## config.mk

```make
export PLATFORM = sky130hd
export DESIGN_NAME = prog_cycle_ctrl
export DESIGN_NICKNAME = d
export VERILOG_FILES = /design/src/rtl/pcc_pkg.sv /design/src/rtl/pcc_guard.sv /design/src/rtl/pcc_timer.sv /design/src/rtl/prog_cycle_ctrl.sv
export SDC_FILE = /design/constraint.sdc
export NUM_CORES = 1
export LEC_CHECK = 0
export BUFFER_PORTS_ARGS = -buffer_cell sky130_fd_sc_hd__clkbuf_2
export CAP_MARGIN = 5
export CORE_UTILIZATION = 30
export DETAILED_ROUTE_END_ITERATION = 7
export GPL_ROUTABILITY_DRIVEN = 1
export PLACE_DENSITY_LB_ADDON = 0.12
export SLEW_MARGIN = 20
export SYNTH_ARGS = -nofsm -noshare
export SYNTH_HDL_FRONTEND = slang
export SYNTH_SLANG_ARGS = --single-unit
```

## constraint.sdc

```tcl
create_clock -name clk_i -period 1.8 [get_ports clk_i]
set_clock_uncertainty 0.2 [all_clocks]
set_input_delay 0.09 -clock clk_i [delete_from_list [all_inputs] [get_ports clk_i]]
set_output_delay 0.09 -clock clk_i [all_outputs]
set_load 0.005 [all_outputs]
```

## src/rtl/pcc_pkg.sv

```systemverilog
package pcc_pkg;
  typedef enum logic [1:0] {MOP_NONE = 2'd0, MOP_SET = 2'd1, MOP_AND = 2'd2} mem_op_e;
  typedef enum logic [1:0] {K_WORD, K_ERALL, K_PRALL} kind_e;
  typedef enum logic [1:0] {S_IDLE, S_ERASE, S_PROG} state_e;
endpackage

```

## src/rtl/pcc_guard.sv

```systemverilog
module pcc_guard
  import pcc_pkg::*;
(
  input  logic  clk_i,
  input  logic  rst_ni,
  input  logic  pwr_ok_i,
  input  logic  busy_i,
  input  logic  ewen_i,
  input  logic  ewds_i,
  input  logic  write_i,
  input  logic  eral_i,
  input  logic  wral_i,
  output logic  en_o,
  output logic  start_o,
  output kind_e kind_o,
  output logic  err_o
);
  logic en_q, err_q, any_req, any_op;

  assign any_req = ewen_i | ewds_i | write_i | eral_i | wral_i;
  assign any_op  = write_i | eral_i | wral_i;

  always_ff @(posedge clk_i or negedge rst_ni) begin
    if (!rst_ni) begin
      en_q  <= 1'b0;
      err_q <= 1'b0;
    end else if (pwr_ok_i) begin
      if (busy_i) begin
        if (any_req) err_q <= 1'b1;
      end else if (ewds_i) begin
        en_q <= 1'b0;
      end else if (ewen_i) begin
        en_q <= 1'b1;
      end
    end
  end

  // latch commands take precedence over any operation in the same cycle
  assign start_o = pwr_ok_i && !busy_i && en_q && !ewen_i && !ewds_i && any_op;

  always_comb begin
    if (eral_i)      kind_o = K_ERALL;
    else if (wral_i) kind_o = K_PRALL;
    else             kind_o = K_WORD;
  end

  assign en_o  = en_q;
  assign err_o = err_q;
endmodule

```

## src/rtl/pcc_timer.sv

```systemverilog
module pcc_timer #(
  parameter int W = 8
) (
  input  logic         clk_i,
  input  logic         rst_ni,
  input  logic         load_i,
  input  logic [W-1:0] val_i,
  output logic         zero_o
);
  logic [W-1:0] cnt_q;

  always_ff @(posedge clk_i or negedge rst_ni) begin
    if (!rst_ni)             cnt_q <= '0;
    else if (load_i)         cnt_q <= val_i;
    else if (cnt_q != '0)    cnt_q <= cnt_q - 1'b1;
  end

  assign zero_o = (cnt_q == '0);
endmodule

```

## src/rtl/prog_cycle_ctrl.sv

```systemverilog
module prog_cycle_ctrl
  import pcc_pkg::*;
#(
  parameter int AW      = 7,
  parameter int DW      = 16,
  parameter int T_WR8   = 1000,
  parameter int T_WR16  = 2000,
  parameter int T_ERAL  = 15000,
  parameter int T_WRAL  = 15000,
  parameter int ERASE8  = T_WR8 / 2,
  parameter int ERASE16 = T_WR16 / 2
) (
  input  logic          clk_i,
  input  logic          rst_ni,
  input  logic          pwr_ok_i,
  input  logic          org16_i,
  input  logic          ewen_i,
  input  logic          ewds_i,
  input  logic          write_i,
  input  logic          eral_i,
  input  logic          wral_i,
  input  logic [AW-1:0] addr_i,
  input  logic [DW-1:0] data_i,
  output logic          rdy_o,
  output logic          err_o,
  output logic [1:0]    mem_op_o,
  output logic          mem_all_o,
  output logic [AW-1:0] mem_addr_o,
  output logic [DW-1:0] mem_wdata_o
);
  localparam int M1   = (T_WR8 > T_WR16) ? T_WR8 : T_WR16;
  localparam int M2   = (T_ERAL > T_WRAL) ? T_ERAL : T_WRAL;
  localparam int MAXT = (M1 > M2) ? M1 : M2;
  localparam int TW   = $clog2(MAXT + 1);
  localparam int NW   = DW / 2;

  localparam logic [TW-1:0] L_E8   = TW'(ERASE8 - 1);
  localparam logic [TW-1:0] L_E16  = TW'(ERASE16 - 1);
  localparam logic [TW-1:0] L_P8   = TW'(T_WR8 - ERASE8 - 1);
  localparam logic [TW-1:0] L_P16  = TW'(T_WR16 - ERASE16 - 1);
  localparam logic [TW-1:0] L_ERAL = TW'(T_ERAL - 1);
  localparam logic [TW-1:0] L_WRAL = TW'(T_WRAL - 1);

  state_e        state_q;
  kind_e         kind_q, req_kind;
  logic          org_q, wr_en, start, busy, zero, load;
  logic [TW-1:0] load_val;
  logic [AW-1:0] addr_q;
  logic [DW-1:0] data_q;
  mem_op_e       op;

  assign busy = (state_q != S_IDLE);

  pcc_guard u_guard (
    .clk_i, .rst_ni, .pwr_ok_i,
    .busy_i  (busy),
    .ewen_i, .ewds_i, .write_i, .eral_i, .wral_i,
    .en_o    (wr_en),
    .start_o (start),
    .kind_o  (req_kind),
    .err_o   (err_o)
  );

  pcc_timer #(.W(TW)) u_timer (
    .clk_i, .rst_ni,
    .load_i (load),
    .val_i  (load_val),
    .zero_o (zero)
  );

  always_comb begin
    load     = 1'b0;
    load_val = '0;
    if (state_q == S_IDLE && start) begin
      load = 1'b1;
      unique case (req_kind)
        K_ERALL: load_val = L_ERAL;
        K_PRALL: load_val = L_WRAL;
        default: load_val = org16_i ? L_E16 : L_E8;
      endcase
    end else if (state_q == S_ERASE && zero) begin
      load     = 1'b1;
      load_val = org_q ? L_P16 : L_P8;
    end
  end

  always_ff @(posedge clk_i or negedge rst_ni) begin
    if (!rst_ni) begin
      state_q <= S_IDLE;
      kind_q  <= K_WORD;
      org_q   <= 1'b0;
      addr_q  <= '0;
      data_q  <= '0;
    end else if (!pwr_ok_i) begin
      state_q <= S_IDLE;
    end else begin
      unique case (state_q)
        S_IDLE: if (start) begin
          kind_q  <= req_kind;
          org_q   <= org16_i;
          addr_q  <= addr_i;
          data_q  <= data_i;
          state_q <= (req_kind == K_WORD) ? S_ERASE : S_PROG;
        end
        S_ERASE: if (zero) state_q <= S_PROG;
        S_PROG:  if (zero) state_q <= S_IDLE;
        default: state_q <= S_IDLE;
      endcase
    end
  end

  always_comb begin
    op = MOP_NONE;
    if (pwr_ok_i && zero) begin
      if (state_q == S_ERASE)                           op = MOP_SET;
      else if (state_q == S_PROG)                       op = (kind_q == K_ERALL) ? MOP_SET : MOP_AND;
    end
  end

  assign mem_op_o   = op;
  assign mem_all_o  = (kind_q != K_WORD);
  assign mem_addr_o = org_q ? {1'b0, addr_q[AW-2:0]} : addr_q;

  always_comb begin
    if (op == MOP_SET)  mem_wdata_o = '1;
    else if (org_q)     mem_wdata_o = data_q;
    else                mem_wdata_o = {{(DW-NW){1'b1}}, data_q[NW-1:0]};
  end

  assign rdy_o = !busy;
endmodule

```

==> impl_summary.txt <==
----------------------------------------------------
[Route]
  Drt pass-1 iters ... 4
  DRC violations left ... 0
  First-iteration detailed-routing DRC count ... 67
  Number of vias in the routed layout ... between 2000 and 2500
  DR vias/cell ... ~4.5
  Number of antenna-violating nets in the routed design ... 0
  Average wire length per cell after detail routing ... between 10 and 15 um
  Drt total wl ... about 6600 um

[Yosys]
  Largest area contributor in the synthesized netlist ... sky130_fd_sc_hd__dfrtp_1
  Yosys warnings ... 0
  Total of flip-flops plus latches after synthesis ... 44
  Prevailing post-synth register cell ... sky130_fd_sc_hd__dfrtp_1
  Count of different cell masters after synthesis ... 48
  Netlist area before placement ... ~2300 um^2
  Average instance area after synthesis ... about 8.8 um^2
  Number of flops mapped to enable cells by yosys ... 0
  Top post-synthesis cells by area ... sky130_fd_sc_hd__dfrtp_1, sky130_fd_sc_hd__nand2_1, sky130_fd_sc_hd__or2_2, sky130_fd_sc_hd__buf_4, sky130_fd_sc_hd__nor2_1
  Yosys top cell area share ... 48.38%
  Net count after synthesis ... just under 300
  Post-synthesis instance total ... between 200 and 300
  Portion of the post-synthesis area used by sequential elements ... around half
  Share of flip-flops with an asynchronous set or reset after synthesis ... 100.0%

[Worst setup path]
  Number of cell instances on the worst register-to-register path ... 9
  Worst path most repeated cell ... sky130_fd_sc_hd__buf_6
  Critical path depth ... 8
  Worst EP required ... between 1500 and 2000 ps
  Path type of the worst setup path ... reg2out
  Largest fanout on the critical path ... 5
  Endpoint type of the worst setup path ... primary output
  Data arrival time of the critical path ... around 1900 ps
  Crit-path max cell delay ... 400 ps
  Startpoint Class ... flip-flop
  Cell class contributing the biggest share of worst-path delay ... simple AND/OR/NAND/NOR gates
  Combined buffer and inverter count along the critical path ... 3
  CP max-delay cell ... sky130_fd_sc_hd__dfrtp_1
  Worst-path cell chain ... inv_2 -> ha_4 -> nor4b_4 -> nand4_1 -> buf_6 -> nor2_4 -> or2_4 -> buf_6

[Min path]
  Min-delay worst type ... in2reg
  Depth of the worst hold-timing path ... 3

[Placed design]
  Post-Place Cell Area ... between 3000 and 4000 um^2
  Port buffer count ... 59
  Dpl cells ... 454
  DP HPWL ... 4344 um
  Final weighted congestion in routability-driven placement ... 0.8054

[Global route]
  Number of global-route vias before repair ... around 2200
  Initial antenna violation count ... 0
  Pin count of the biggest net entering global routing ... 28
  Total grt overflow ... 0
  First-pass GRT wire length ... between 10000 and 15000 um
  Total routing usage reported by global routing ... between 10% and 20%

[Clock tree]
  Number of levels the H-tree was split into ... 2
  Root buffer cell ... sky130_fd_sc_hd__clkbuf_8
  TritonCTS clock tree ... built
  Clock sink count ... 44
  Number of buffers between clock root and the deepest sink ... 2
  Source-to-sink clock delay at the later pin of the worst-skew pair ... 300 ps
  Clock edge transition at the registers on the reported setup and hold paths ... around 90 ps
  CTS buffer count ... 5

[Run]
  Max_cap viols ... 0

[Finish]
  Layout area overhead ... 71.58%
  Layout cell share with drive strength beyond 1 ... 47.92%
  Total Nets Final ... around 440
  Post-layout instance area ... ~3900 um^2
  Register Area ... between 1000 and 1500 um^2
  Filler cells ... 710
  Number of antenna cells inserted ... 0
  Non-filler cells in the finished layout ... roughly 500
  Footprint of the multi-input gates ... approximately 1300 um^2
  Most frequent standard cell in the layout excluding fill and tap cells ... sky130_fd_sc_hd__nand2_1
  Commonest non-fill, non-tap cells in the layout ... sky130_fd_sc_hd__nand2_1, sky130_fd_sc_hd__clkbuf_2, sky130_fd_sc_hd__buf_4

[STA]
  Period utilisation layout ... 123.6%
  Endpoints failing hold ... 0
  Unrepaired setup endpoints after global routing ... true
  Transition at the pin with the smallest max-transition slack ... roughly 530 ps
  Final period demand of the worst path ... 2226 ps
  Fmax ... 0.4493 GHz
  Smallest setup slack after layout ... -425.7 ps
  Setup-violating endpoint count in the final report ... 60
  WHS ... between 10 and 15 ps
  Max Slew Vio Count ... 0
  Worst slew slack as a fraction of its limit ... 64.34%

[Pwr]
  Max VDD drop ... 0.4457 mV
  Leakage power ... around 1.9 nW
  Power share of the clock group ... a little under a fifth
  Cell-internal power ... a little under 0.003 W
  Switching part of the total power ... about 33%
  Pwr Density ... about 1100 nW/um^2
  Sw power ... ~0.0014 W
  Sequential share of power ... between 30% and 40%
  Combinational fraction of design power ... 45.5%

[Run status]
  Failing checks ... negative setup slack
  Status ... finished with violations

[Floorplanning]
  Die boundary height ... between 80 and 90 um
  Site Rows ... 31
  Core region area ... 7292 um^2
  Initial cell density of the core ... around 31%
  Die Footprint ... roughly 7900 um^2
  Ports ... 60
  Horiz. Die Dim ... 89.10 um

----------------------------------------------------
registers in the layout, summed over array words and instances (netlist names):
| name | cells |
|---|---|
| u_guard.en_o | 1 |
| data_q | 16 |
| org_q | 1 |
| addr_q | 7 |
| state_q | 2 |
| u_timer.cnt_q | 14 |
| u_guard.err_o | 1 |
| kind_q | 2 |
synthesized netlist by cell type, drive strengths merged (2+ instances only):
master / count
nor3: 10
nor2: 13
a21oi: 7
nand3b: 3
buf: 13
xor2: 3
nand3: 3
dfrtp: 44
xnor2: 2
or2: 18
a31oi: 2
nand2: 91
or3: 2
o31ai: 2
nand2b: 2
inv: 3
or3b: 2
nor2b: 2
nand4: 2
o21ai: 14
nor3b: 2
worst register-to-register path: stages (launching register included):
cell,delay [ps]
sky130_fd_sc_hd__dfrtp_1,400
sky130_fd_sc_hd__buf_4,140
sky130_fd_sc_hd__buf_4,120
sky130_fd_sc_hd__or3_4,390
sky130_fd_sc_hd__nor3_4,190
sky130_fd_sc_hd__buf_4,140
sky130_fd_sc_hd__buf_6,100
sky130_fd_sc_hd__nand3_2,80
sky130_fd_sc_hd__xor2_1,150
sky130_fd_sc_hd__o21ai_1,110
metal layers:
metal / up-vias / share of wire [%] / track usage, %
li1: 1153 / - / -
met1: 1091 / 46 / 24.86
met2: 50 / 49 / 29.49
met3: 4 / 4.4 / 3.324
met4: 0 / 0.96 / 4.762
met5: - / 0 / 0
what timing repair did:
| item | 4_1_cts | 5_1_grt |
|---|---|---|
| hold endpoints to repair | 74 | 0 |
| gates cloned | 3 | 0 |
| setup endpoints to repair | 59 | 60 |
| hold buffers | 31 | 0 |
| pin swaps | 24 | 24 |
| buffers inserted | 9 | 6 |
| gates resized for setup | 32 | 48 |
layout make-up:
type / instances / share of cell area, %
multi-input cells: 198 / 32.65
repair buffers: 156 / 32.59
flip-flops and latches: 44 / 28.20
well taps: 99 / 3.172
clock buffers: 6 / 2.115
clock inverters: 2 / 0.9933
inverters: 3 / 0.2884
through the flow:
step	setup slack [ps]	power (W)	utilization (%)	TNS (ps)
finish	-425.7	0.004390	53.55	-13770
global route	-573.7	0.004720	53.55	-18940
CTS	-445.3	0.004172	50.81	-13530
detailed placement	-195.1	0.003149	41.76	-4305
global placement	-156.6	0.003134	41.76	-4079
floorplan	-10.38	0.002417	-	-10.38
final timing paths:
check | slack [ps] | endpoint | startpoint
hold / removal | 10 | state_q[1] | pwr_ok_i
setup / recovery | -430 | mem_wdata_o[3] | u_timer.cnt_q[0]
min in group asynchronous | 110 | u_timer.cnt_q[7] | rst_ni
max in group asynchronous | 770 | data_q[8] | rst_ni
setup reg to reg | -270 | u_timer.cnt_q[13] | u_timer.cnt_q[0]
hold reg to reg | 270 | u_guard.err_o | u_guard.err_o
kinds of logic (layout without fill, tap and decap cells):
family / after synthesis / count (layout) / share of synthesized area [%]
adder cells (fa/ha/maj): 1 / 1 / 0.5497
AO/OA/AOI/OAI: 31 / 31 / 8.191
buffers and inverters: 17 / 167 / 4.838
XOR/XNOR: 5 / 5 / 1.924
AND/OR/NAND/NOR: 159 / 160 / 35.68
multiplexers: 1 / 1 / 0.4398
flip-flops: 44 / 44 / 48.38
power groups by stage:
stage               logic, W  registers [W]  clock network [W]
finish               0.00200        0.00158           0.000810
global route         0.00221        0.00162           0.000887
CTS                  0.00176        0.00157           0.000849
detailed placement   0.00157        0.00158                  0
global placement     0.00156        0.00157                  0
floorplan           0.000814        0.00160                  0
No activity file was read; power rests on OpenSTA's default activity.
